--- config.mk ---
export PLATFORM = sky130hd
export DESIGN_NAME = flash_cmd_ctrl
export DESIGN_NICKNAME = d
export VERILOG_FILES = /design/src/rtl/flash_cmd_pkg.sv /design/src/rtl/fc_match.sv /design/src/rtl/fc_countdown.sv /design/src/rtl/flash_cmd_ctrl.sv
export SDC_FILE = /design/constraint.sdc
export NUM_CORES = 1
export LEC_CHECK = 0
export BUFFER_PORTS_ARGS = -buffer_cell sky130_fd_sc_hd__buf_2
export CELL_PAD_IN_SITES_DETAIL_PLACEMENT = 0
export CELL_PAD_IN_SITES_GLOBAL_PLACEMENT = 1
export CORE_UTILIZATION = 40
export CTS_CLUSTER_SIZE = 28
export DETAILED_ROUTE_END_ITERATION = 10
export PLACE_DENSITY = 0.86
export SLEW_MARGIN = 40
export SYNTH_ARGS = -nofsm -noshare
export SYNTH_HDL_FRONTEND = slang
export SYNTH_SLANG_ARGS = --single-unit
--- constraint.sdc ---
create_clock -name clk -period 6.5 [get_ports clk]
set_input_delay 0.325 -clock clk [delete_from_list [all_inputs] [get_ports clk]]
set_output_delay 0.325 -clock clk [all_outputs]
set_load 0.05 [all_outputs]
--- src/rtl/flash_cmd_pkg.sv ---
package flash_cmd_pkg;
  localparam int BYTE_W = 8;
  localparam int KEY_W  = 15;

  localparam logic [BYTE_W-1:0] CMD_UNLK_A = 8'hAA;
  localparam logic [BYTE_W-1:0] CMD_UNLK_B = 8'h55;
  localparam logic [BYTE_W-1:0] CMD_IDENT  = 8'h90;
  localparam logic [BYTE_W-1:0] CMD_PROG   = 8'hA0;
  localparam logic [BYTE_W-1:0] CMD_SETUP  = 8'h80;
  localparam logic [BYTE_W-1:0] CMD_CHIP   = 8'h10;
  localparam logic [BYTE_W-1:0] CMD_SECT   = 8'h30;
  localparam logic [BYTE_W-1:0] CMD_HOLD   = 8'hB0;
  localparam logic [BYTE_W-1:0] CMD_RESET  = 8'hF0;

  localparam logic [KEY_W-1:0] KEY_FIRST  = 15'h5555;
  localparam logic [KEY_W-1:0] KEY_SECOND = 15'h2AAA;

  typedef enum logic [3:0] {
    ST_READ, ST_U1, ST_U2, ST_IDENT,
    ST_PADDR, ST_PRUN, ST_E0, ST_E1,
    ST_E2, ST_WIN, ST_ERUN, ST_SUSP,
    ST_SU1, ST_SU2, ST_SPADDR, ST_SPRUN
  } fc_state_t;
endpackage

--- src/rtl/fc_match.sv ---
module fc_match
  import flash_cmd_pkg::*;
(
  input  logic [KEY_W-1:0]  key,
  input  logic [BYTE_W-1:0] data,
  output logic              unlk_a,
  output logic              unlk_b,
  output logic              at_first
);
  assign at_first = (key == KEY_FIRST);
  assign unlk_a   = at_first && (data == CMD_UNLK_A);
  assign unlk_b   = (key == KEY_SECOND) && (data == CMD_UNLK_B);
endmodule

--- src/rtl/fc_countdown.sv ---
module fc_countdown #(
  parameter int W = 8
) (
  input  logic         clk,
  input  logic         rst_n,
  input  logic         load,
  input  logic [W-1:0] load_val,
  input  logic         en,
  output logic         expire
);
  logic [W-1:0] cnt;

  always_ff @(posedge clk) begin
    if (!rst_n)                 cnt <= '0;
    else if (load)              cnt <= load_val;
    else if (en && cnt != '0)   cnt <= cnt - 1'b1;
  end

  assign expire = en && (cnt == W'(1));
endmodule

--- src/rtl/flash_cmd_ctrl.sv ---
module flash_cmd_ctrl
  import flash_cmd_pkg::*;
#(
  parameter int ADDR_W     = 19,
  parameter int SECT_W     = 3,
  parameter int WINDOW_CYC = 4000,
  parameter int ERASE_CYC  = 100000,
  parameter int PROG_CYC   = 800
) (
  input  logic                     clk,
  input  logic                     rst_n,
  input  logic                     wr_valid,
  output logic                     wr_ready,
  input  logic [ADDR_W-1:0]        wr_addr,
  input  logic [BYTE_W-1:0]        wr_data,
  input  logic [(1<<SECT_W)-1:0]   prot,
  input  logic [ADDR_W-1:0]        rd_addr,
  output logic [BYTE_W-1:0]        asel_code,
  output logic                     asel_mode,
  output logic                     window_open,
  output logic                     erasing,
  output logic                     programming,
  output logic                     suspended,
  output logic [(1<<SECT_W)-1:0]   erase_mask,
  output logic [ADDR_W-1:0]        prog_addr,
  output logic [BYTE_W-1:0]        prog_data
);
  localparam int NSECT = 1 << SECT_W;
  localparam int OFS_W = ADDR_W - SECT_W;
  localparam int MAXC  = (WINDOW_CYC > ERASE_CYC) ?
                         ((WINDOW_CYC > PROG_CYC) ? WINDOW_CYC : PROG_CYC) :
                         ((ERASE_CYC > PROG_CYC) ? ERASE_CYC : PROG_CYC);
  localparam int CW    = $clog2(MAXC + 1);

  fc_state_t          st, nxt;
  logic [NSECT-1:0]   mask_q, mask_n;
  logic               chip_q, chip_n;
  logic               win_load, ers_load, prg_load, latch_prog;
  logic               win_exp, ers_exp, prg_exp;
  logic               m_ua, m_ub, m_key;
  logic [SECT_W-1:0]  wsec, rsec;
  logic [NSECT-1:0]   wsec_bit;
  logic               wsec_prot, wv;

  assign wv       = wr_valid;
  assign wsec     = wr_addr[ADDR_W-1 -: SECT_W];
  assign rsec     = rd_addr[ADDR_W-1 -: SECT_W];
  assign wsec_bit = NSECT'(1) << wsec;
  assign wsec_prot = prot[wsec];

  fc_match u_match (
    .key      (wr_addr[KEY_W-1:0]),
    .data     (wr_data),
    .unlk_a   (m_ua),
    .unlk_b   (m_ub),
    .at_first (m_key)
  );

  fc_countdown #(.W(CW)) u_win_tmr (
    .clk (clk), .rst_n (rst_n), .load (win_load),
    .load_val (CW'(WINDOW_CYC)), .en (st == ST_WIN), .expire (win_exp)
  );

  fc_countdown #(.W(CW)) u_ers_tmr (
    .clk (clk), .rst_n (rst_n), .load (ers_load),
    .load_val (CW'(ERASE_CYC)), .en (st == ST_ERUN), .expire (ers_exp)
  );

  fc_countdown #(.W(CW)) u_prg_tmr (
    .clk (clk), .rst_n (rst_n), .load (prg_load),
    .load_val (CW'(PROG_CYC)), .en (st == ST_PRUN || st == ST_SPRUN),
    .expire (prg_exp)
  );

  always_comb begin
    nxt        = st;
    mask_n     = mask_q;
    chip_n     = chip_q;
    win_load   = 1'b0;
    ers_load   = 1'b0;
    prg_load   = 1'b0;
    latch_prog = 1'b0;
    case (st)
      ST_READ:  if (wv && m_ua) nxt = ST_U1;
      ST_U1:    if (wv) nxt = m_ub ? ST_U2 : ST_READ;
      ST_U2: if (wv) begin
        nxt = ST_READ;
        if (m_key) begin
          if (wr_data == CMD_IDENT)      nxt = ST_IDENT;
          else if (wr_data == CMD_PROG)  nxt = ST_PADDR;
          else if (wr_data == CMD_SETUP) nxt = ST_E0;
        end
      end
      ST_IDENT: if (wv && wr_data == CMD_RESET) nxt = ST_READ;
      ST_PADDR: if (wv) begin
        nxt = ST_READ;
        if (!wsec_prot) begin
          nxt = ST_PRUN; prg_load = 1'b1; latch_prog = 1'b1;
        end
      end
      ST_PRUN:  if (prg_exp) nxt = ST_READ;
      ST_E0:    if (wv) nxt = m_ua ? ST_E1 : ST_READ;
      ST_E1:    if (wv) nxt = m_ub ? ST_E2 : ST_READ;
      ST_E2: if (wv) begin
        nxt = ST_READ;
        if (m_key && wr_data == CMD_CHIP && (~prot) != '0) begin
          mask_n = ~prot; chip_n = 1'b1; ers_load = 1'b1; nxt = ST_ERUN;
        end else if (wr_data == CMD_SECT && !wsec_prot) begin
          mask_n = wsec_bit; chip_n = 1'b0; win_load = 1'b1; nxt = ST_WIN;
        end
      end
      ST_WIN: begin
        if (wv && wr_data == CMD_SECT && !wsec_prot) begin
          mask_n = mask_q | wsec_bit; win_load = 1'b1;
        end else if (wv && wr_data == CMD_HOLD) begin
          nxt = ST_SUSP; ers_load = 1'b1;
        end else if (wv && wr_data != CMD_SECT) begin
          nxt = ST_READ; mask_n = '0;
        end else if (win_exp) begin
          nxt = ST_ERUN; ers_load = 1'b1;
        end
      end
      ST_ERUN: begin
        if (ers_exp) begin
          nxt = ST_READ; mask_n = '0; chip_n = 1'b0;
        end else if (wv && wr_data == CMD_HOLD && !chip_q) begin
          nxt = ST_SUSP;
        end
      end
      ST_SUSP: if (wv) begin
        if (wr_data == CMD_SECT) nxt = ST_ERUN;
        else if (m_ua)           nxt = ST_SU1;
      end
      ST_SU1:   if (wv) nxt = m_ub ? ST_SU2 : ST_SUSP;
      ST_SU2:   if (wv) nxt = (m_key && wr_data == CMD_PROG) ? ST_SPADDR : ST_SUSP;
      ST_SPADDR: if (wv) begin
        nxt = ST_SUSP;
        if (!wsec_prot && !mask_q[wsec]) begin
          nxt = ST_SPRUN; prg_load = 1'b1; latch_prog = 1'b1;
        end
      end
      ST_SPRUN: if (prg_exp) nxt = ST_SUSP;
      default:  nxt = ST_READ;
    endcase
  end

  always_ff @(posedge clk) begin
    if (!rst_n) begin
      st        <= ST_READ;
      mask_q    <= '0;
      chip_q    <= 1'b0;
      prog_addr <= '0;
      prog_data <= '0;
    end else begin
      st     <= nxt;
      mask_q <= mask_n;
      chip_q <= chip_n;
      if (latch_prog) begin
        prog_addr <= wr_addr;
        prog_data <= wr_data;
      end
    end
  end

  logic ofs_hit;
  assign ofs_hit = (rd_addr[OFS_W-1:0] == OFS_W'(2));

  assign wr_ready    = 1'b1;
  assign asel_mode   = (st == ST_IDENT);
  assign asel_code   = (asel_mode && ofs_hit) ? {7'b0, prot[rsec]} : 8'h00;
  assign window_open = (st == ST_WIN);
  assign erasing     = (st == ST_ERUN);
  assign programming = (st == ST_PRUN) || (st == ST_SPRUN);
  assign suspended   = (st == ST_SUSP) || (st == ST_SU1) || (st == ST_SU2) ||
                       (st == ST_SPADDR) || (st == ST_SPRUN);
  assign erase_mask  = mask_q;
endmodule

# Word level (Yosys, flattened, before mapping)
# Cells that the tools add are included.
word_totals:
  output_inout_bits: 49
  reg_bits: 91
  input_bits: 57
  word_cells: 197
classes:
  n_mux: 79
  eq_ne: 53
  shifts: 1
  n_reduce_logical: 45
  add_sub_neg: 3
  order_cmp: 2
  bitwise: 3
ops:
  columns: ["operator", "count"]
  rows:
  - ["$mux 4", 25]
  - ["$pmux 4 s16", 1]
  - ["$mux 8", 7]
  - ["$eq 17x1->1 const B", 3]
  - ["$reduce_bool 17->1", 3]
  - ["$sub 17x1->17 const B", 3]
  - ["$eq 8x8->1 const B", 6]
  - ["$mux 17", 2]
  - ["$eq 4x4->1 const B", 8]
  - ["$ne 2x2->1 const B", 15]
  - ["$mux 3", 9]
  - ["$mux 12", 2]
  - ["$pmux 8 s3", 1]
  - ["$mux 1", 22]
  - ["$logic_and 1x1->1", 21]
  - ["$mux 10", 2]
  - ["$reduce_and 18->1", 1]
  - ["$eq 16x2->1 const B", 1]
  - ["$eq 4x3->1 const B", 4]
  - ["$eq 15x14->1 const B", 1]
  - ["$eq 15x15->1 const B", 1]
  - ["$ne 3x3->1 const B", 5]
  - ["$bmux 1 s3", 3]
  - ["$eq 4x2->1 const B", 2]
  - ["23 further kinds", 38]

# Longest topological paths before layout
depth:
  word_depth: 9
  ltp_mapped: 10
  mapped_depth_nobuf: 9

# By module
# Synthesis repeated with hierarchy kept, for this count alone.
unflattened:
  cells_unflattened: 757
  area_unflattened_um2: 6200.9
modules_own_cells:
  columns: ["mod", "cells_per_inst", "seq_area_each_um2", "area_each_um2", "instances"]
  rows:
  - ["fc_countdown", 134, 340.3, 1093.5, 3]
  - ["flash_cmd_ctrl", 337, 800.8, 2767.7, 1]
  - ["fc_match", 18, 0.0, 152.6, 1]

# Worst setup path before layout
# OpenSTA, ideal clock, no wires.
synth_path:
  path_type: "register to output"
  start: "register st[0]"
  end: "output asel_code[0]"
  path_stages_with_launch: 6
  path_slack_ns: 3.825
  arrival_ns: 2.350
  t_required_ns: 6.175
  n_path_buf: 1
  path_cell_list: "dfxtp_1 and2_1 clkbuf_1 and2_1 nand3_1 nor3_1"
synth_between:
  elab_chain_len: 3
synth_lines:
  columns: ["element", "line", "source"]
  rows:
  - ["start, declared", "flash_cmd_ctrl.sv:35", "fc_state_t st, nxt;"]
  - ["start signal, assigned", "flash_cmd_ctrl.sv:155", "st <= nxt;"]
  - ["$eq 4x2->1", "flash_cmd_ctrl.sv:169", "assign asel_mode = (st == ST_IDENT);"]
  - ["via asel_mode", "flash_cmd_ctrl.sv:19", "output logic asel_mode,"]
  - ["$logic_and 1x1->1", "flash_cmd_ctrl.sv:170", "assign asel_code = (asel_mode && ofs_hit) ? {7'b0, prot[rsec]} : 8'h00;"]
  - ["$mux 1", "flash_cmd_ctrl.sv:170", null]
  - ["end, declared", "flash_cmd_ctrl.sv:18", "output logic [BYTE_W-1:0] asel_code,"]
# The timed path passes the listed nets, and every way through them passes these cells.

# Worst setup path in the final report
layout_path:
  start: "register u_ers_tmr.cnt[2]"
  end: "register mask_q[0] (netlist: erase_mask[0])"
layout_between:
  elab_chain_len: 4
layout_lines:
  columns: ["element", "line", "source"]
  rows:
  - ["start, declared", "fc_countdown.sv:11", "logic [W-1:0] cnt;"]
  - ["start signal, assigned", "fc_countdown.sv:15", "else if (load) cnt <= load_val;"]
  - ["start signal, assigned", "fc_countdown.sv:16", "else if (en && cnt != '0) cnt <= cnt - 1'b1;"]
  - ["$eq 17x1->1", "fc_countdown.sv:19", "assign expire = en && (cnt == W'(1));"]
  - ["$logic_and 1x1->1", "fc_countdown.sv:19", null]
  - ["$ne 2x2->1 (no source line)", null, null]
  - ["$reduce_and 6->1 (no source line)", null, null]
  - ["end signal, assigned", "flash_cmd_ctrl.sv:156", "mask_q <= mask_n;"]
  - ["end, declared", "flash_cmd_ctrl.sv:36", "logic [NSECT-1:0] mask_q, mask_n;"]
# No other way between the ends.
# A chain may end at the register's enable or synchronous reset.

==> flow_summary.json <==
{
  "status": "completed",
  "crit_slowest_cell": "a211oi_4",
  "setup_slack_ns": 3.568,
  "antenna_found_initial": 0,
  "synth_edf_count": 0,
  "die_w_um": 113.6,
  "drt_iter0_markers": 247,
  "power.leakage_nw": 2.595,
  "drive_gt1_frac": 0.2021,
  "cts_tree": "done",
  "drc_errors": 0,
  "multi_input_area_um2": 2960,
  "final_common_cell": "nor2_1",
  "grt_max_degree": 47,
  "ir_drop_mv": 0.1497,
  "max_cap_viol_count": 0,
  "endpoint_kind": "flop",
  "place_inst": 820,
  "synth_area_um2": 4981,
  "setup_viol": 0,
  "via_per_inst": 5.468,
  "path_clk_slew_ns": 0.07,
  "fin_skew_ns": 0.007107,
  "pwr_density_cell_nw_per_um2": 194.5,
  "clk-insertion-delay-late_ns": 0.35,
  "arrival_ns": 3.17,
  "fin_crit_ns": 2.932,
  "seqCellArea_um2": 1822,
  "nFillCells": 1160,
  "row_count": 40,
  "tns_ns": 0,
  "postCtsSetupBuffers": 0,
  "ys_seq_area_frac": 0.3657,
  "final_area_um2": 5841,
  "ys_types": 63,
  "dieArea_um2": 12900,
  "finalCritPeriodShare": 0.4511,
  "drv_slew": 0,
  "syn_area_per_cell_um2": 8.618,
  "root_buffer": "clkbuf_16",
  "io_buffers": 97,
  "critical_path_peak_fanout": 16,
  "tightest_slew_ns": 0.7461,
  "dp_hpwl_um": 9057,
  "routed_wirelength_um": 12380,
  "reg2reg_slack_ns": 3.57,
  "synthFlopType": "dfxtp_1",
  "worst_slew_margin_rel": 0.5026,
  "start_util": 0.4130,
  "cp.buffers_inverters": 0,
  "hold_class": "in2reg",
  "ctsResizeCount": 0,
  "crit_path_start_kind": "flop",
  "instances_no_fill": 836,
  "dp_slack_ns": 3.424,
  "diodes": 0,
  "grt_pass1_vias": 4353,
  "overflow": 0,
  "final_cell_mix": "nor2_1, buf_2, dfxtp_1",
  "gp_congestion": 0.9240,
  "ys_warn_count": 0,
  "first_pass_iters": 5,
  "crit_chain": "or4_4 -> nor3_4 -> a41oi_2 -> or3_4 -> a211oi_4 -> o221ai_1 -> o211a_1",
  "clock_sinks": 91,
  "htree_levels": 3,
  "worstPathRequired_ns": 6.74,
  "numCtsBuffers": 9,
  "final_hold_viol_count": 0,
  "final_core_util": 0.4842,
  "area_growth_pct": 17.26,
  "core_area_um2": 12060,
  "place_area_um2": 5553,
  "ant_nets": 0,
  "total_power_mw": 1.136,
  "grtUsageTotal": 0.1976,
  "via_count": 4571,
  "cpPeakStageDelay_ns": 0.62,
  "synth-seq-cells": 91,
  "critPathKind": "reg2reg",
  "io-pin-count": 106,
  "cts_hold_buf": 0,
  "chipHeight_um": 113.6,
  "async_flop_share": 0,
  "nets": 729,
  "grt_pass1_wl_um": 20730,
  "max_freq_mhz": 341.0,
  "synth_cells": 578,
  "rsz0062_at_grt": "false",
  "clockBufferDepth": 2,
  "detail_route.wl_per_cell_um": 14.81,
  "cpLargestDelayFamily": "compound AO/OA/AOI/OAI gates",
  "whs_ns": 0.1985
}
logic make-up (layout without fill, tap and decap cells):
family / count (synthesis) / in the layout / synth area share
flip-flops: 91 / 91 / 0.3657
multiplexers: 44 / 44 / 0.09998
XOR/XNOR: 47 / 47 / 0.08264
AO/OA/AOI/OAI: 89 / 89 / 0.1316
buffers and inverters: 47 / 131 / 0.04446
other: 2 / 8 / 0.001508
AND/OR/NAND/NOR: 249 / 249 / 0.2514
adder cells (fa/ha/maj): 9 / 9 / 0.02261
cells in the mapped netlist (3+ instances only):
master | n | area (um^2)
nor2b_1 | 8 | 50.05
xor2_1 | 9 | 78.83
dfxtp_1 | 91 | 1822
nand4_1 | 11 | 68.82
mux2_2 | 6 | 67.56
buf_4 | 8 | 60.06
o221ai_1 | 6 | 52.55
mux4_2 | 4 | 90.09
o211a_1 | 6 | 60.06
and3_1 | 8 | 50.05
a31oi_1 | 7 | 43.79
xnor2_1 | 38 | 332.8
nor4b_1 | 3 | 26.28
o21ai_0 | 7 | 35.03
or4_1 | 4 | 30.03
and2_1 | 4 | 25.02
a211oi_1 | 3 | 22.52
or3_1 | 3 | 18.77
nor3b_1 | 3 | 22.52
nor2_1 | 98 | 367.9
inv_1 | 15 | 56.30
buf_2 | 6 | 30.03
a21oi_1 | 29 | 145.1
ha_1 | 9 | 112.6
nor3_1 | 19 | 95.09
nand2_1 | 39 | 146.4
mux2i_1 | 34 | 340.3
a2111oi_0 | 3 | 26.28
nor4bb_1 | 6 | 60.06
nor4_1 | 21 | 131.4
nand3_1 | 13 | 65.06
clkbuf_1 | 15 | 56.30
metal layers:
metal | global-route usage | share of wire
met2 | 0.3268 | 0.48
met1 | 0.2537 | 0.45
met5 | 0 | 0
met3 | 0.03560 | 0.051
met4 | 0.08246 | 0.024
area by class of cell:
cell class / count / area share
clock buffer: 11 / 0.04156
sequential: 91 / 0.3119
tap: 168 / 0.03599
multi-input combinational: 446 / 0.5069
inverter: 16 / 0.01050
timing repair buffer: 99 / 0.08569
clock inverter: 5 / 0.007498
state kept, by name, summed over array words and instances (netlist names):
register and count:
prog_addr 19, st 4, chip_q 1, prog_data 8
u_ers_tmr.cnt 17, erase_mask 8, u_win_tmr.cnt 17, u_prg_tmr.cnt 17
worst reg2reg max path, stage by stage (launching register included):
cell and delay (ns):
dfxtp_1 0.35, or4_4 0.56, nor3_4 0.23, a41oi_2 0.25, or3_4 0.39, a211oi_4 0.62, o221ai_1 0.25, o211a_1 0.18
worst paths after layout:
kind | start | to | cells past startpoint
setup / recovery | u_ers_tmr.cnt[2] | erase_mask[0] | 7
setup reg to reg | u_ers_tmr.cnt[2] | erase_mask[0] | 7
hold / removal | wr_addr[15] | prog_addr[15] | 3
hold reg to reg | prog_addr[8] | prog_addr[8] | 2
report_power, final:
part / internal [mW] / switching (mW)
registers: 0.557 / 0.000000152
clock network: 0.275 / 0.231
logic: 0.0247 / 0.0476
Power figures use the tool's default switching activity.
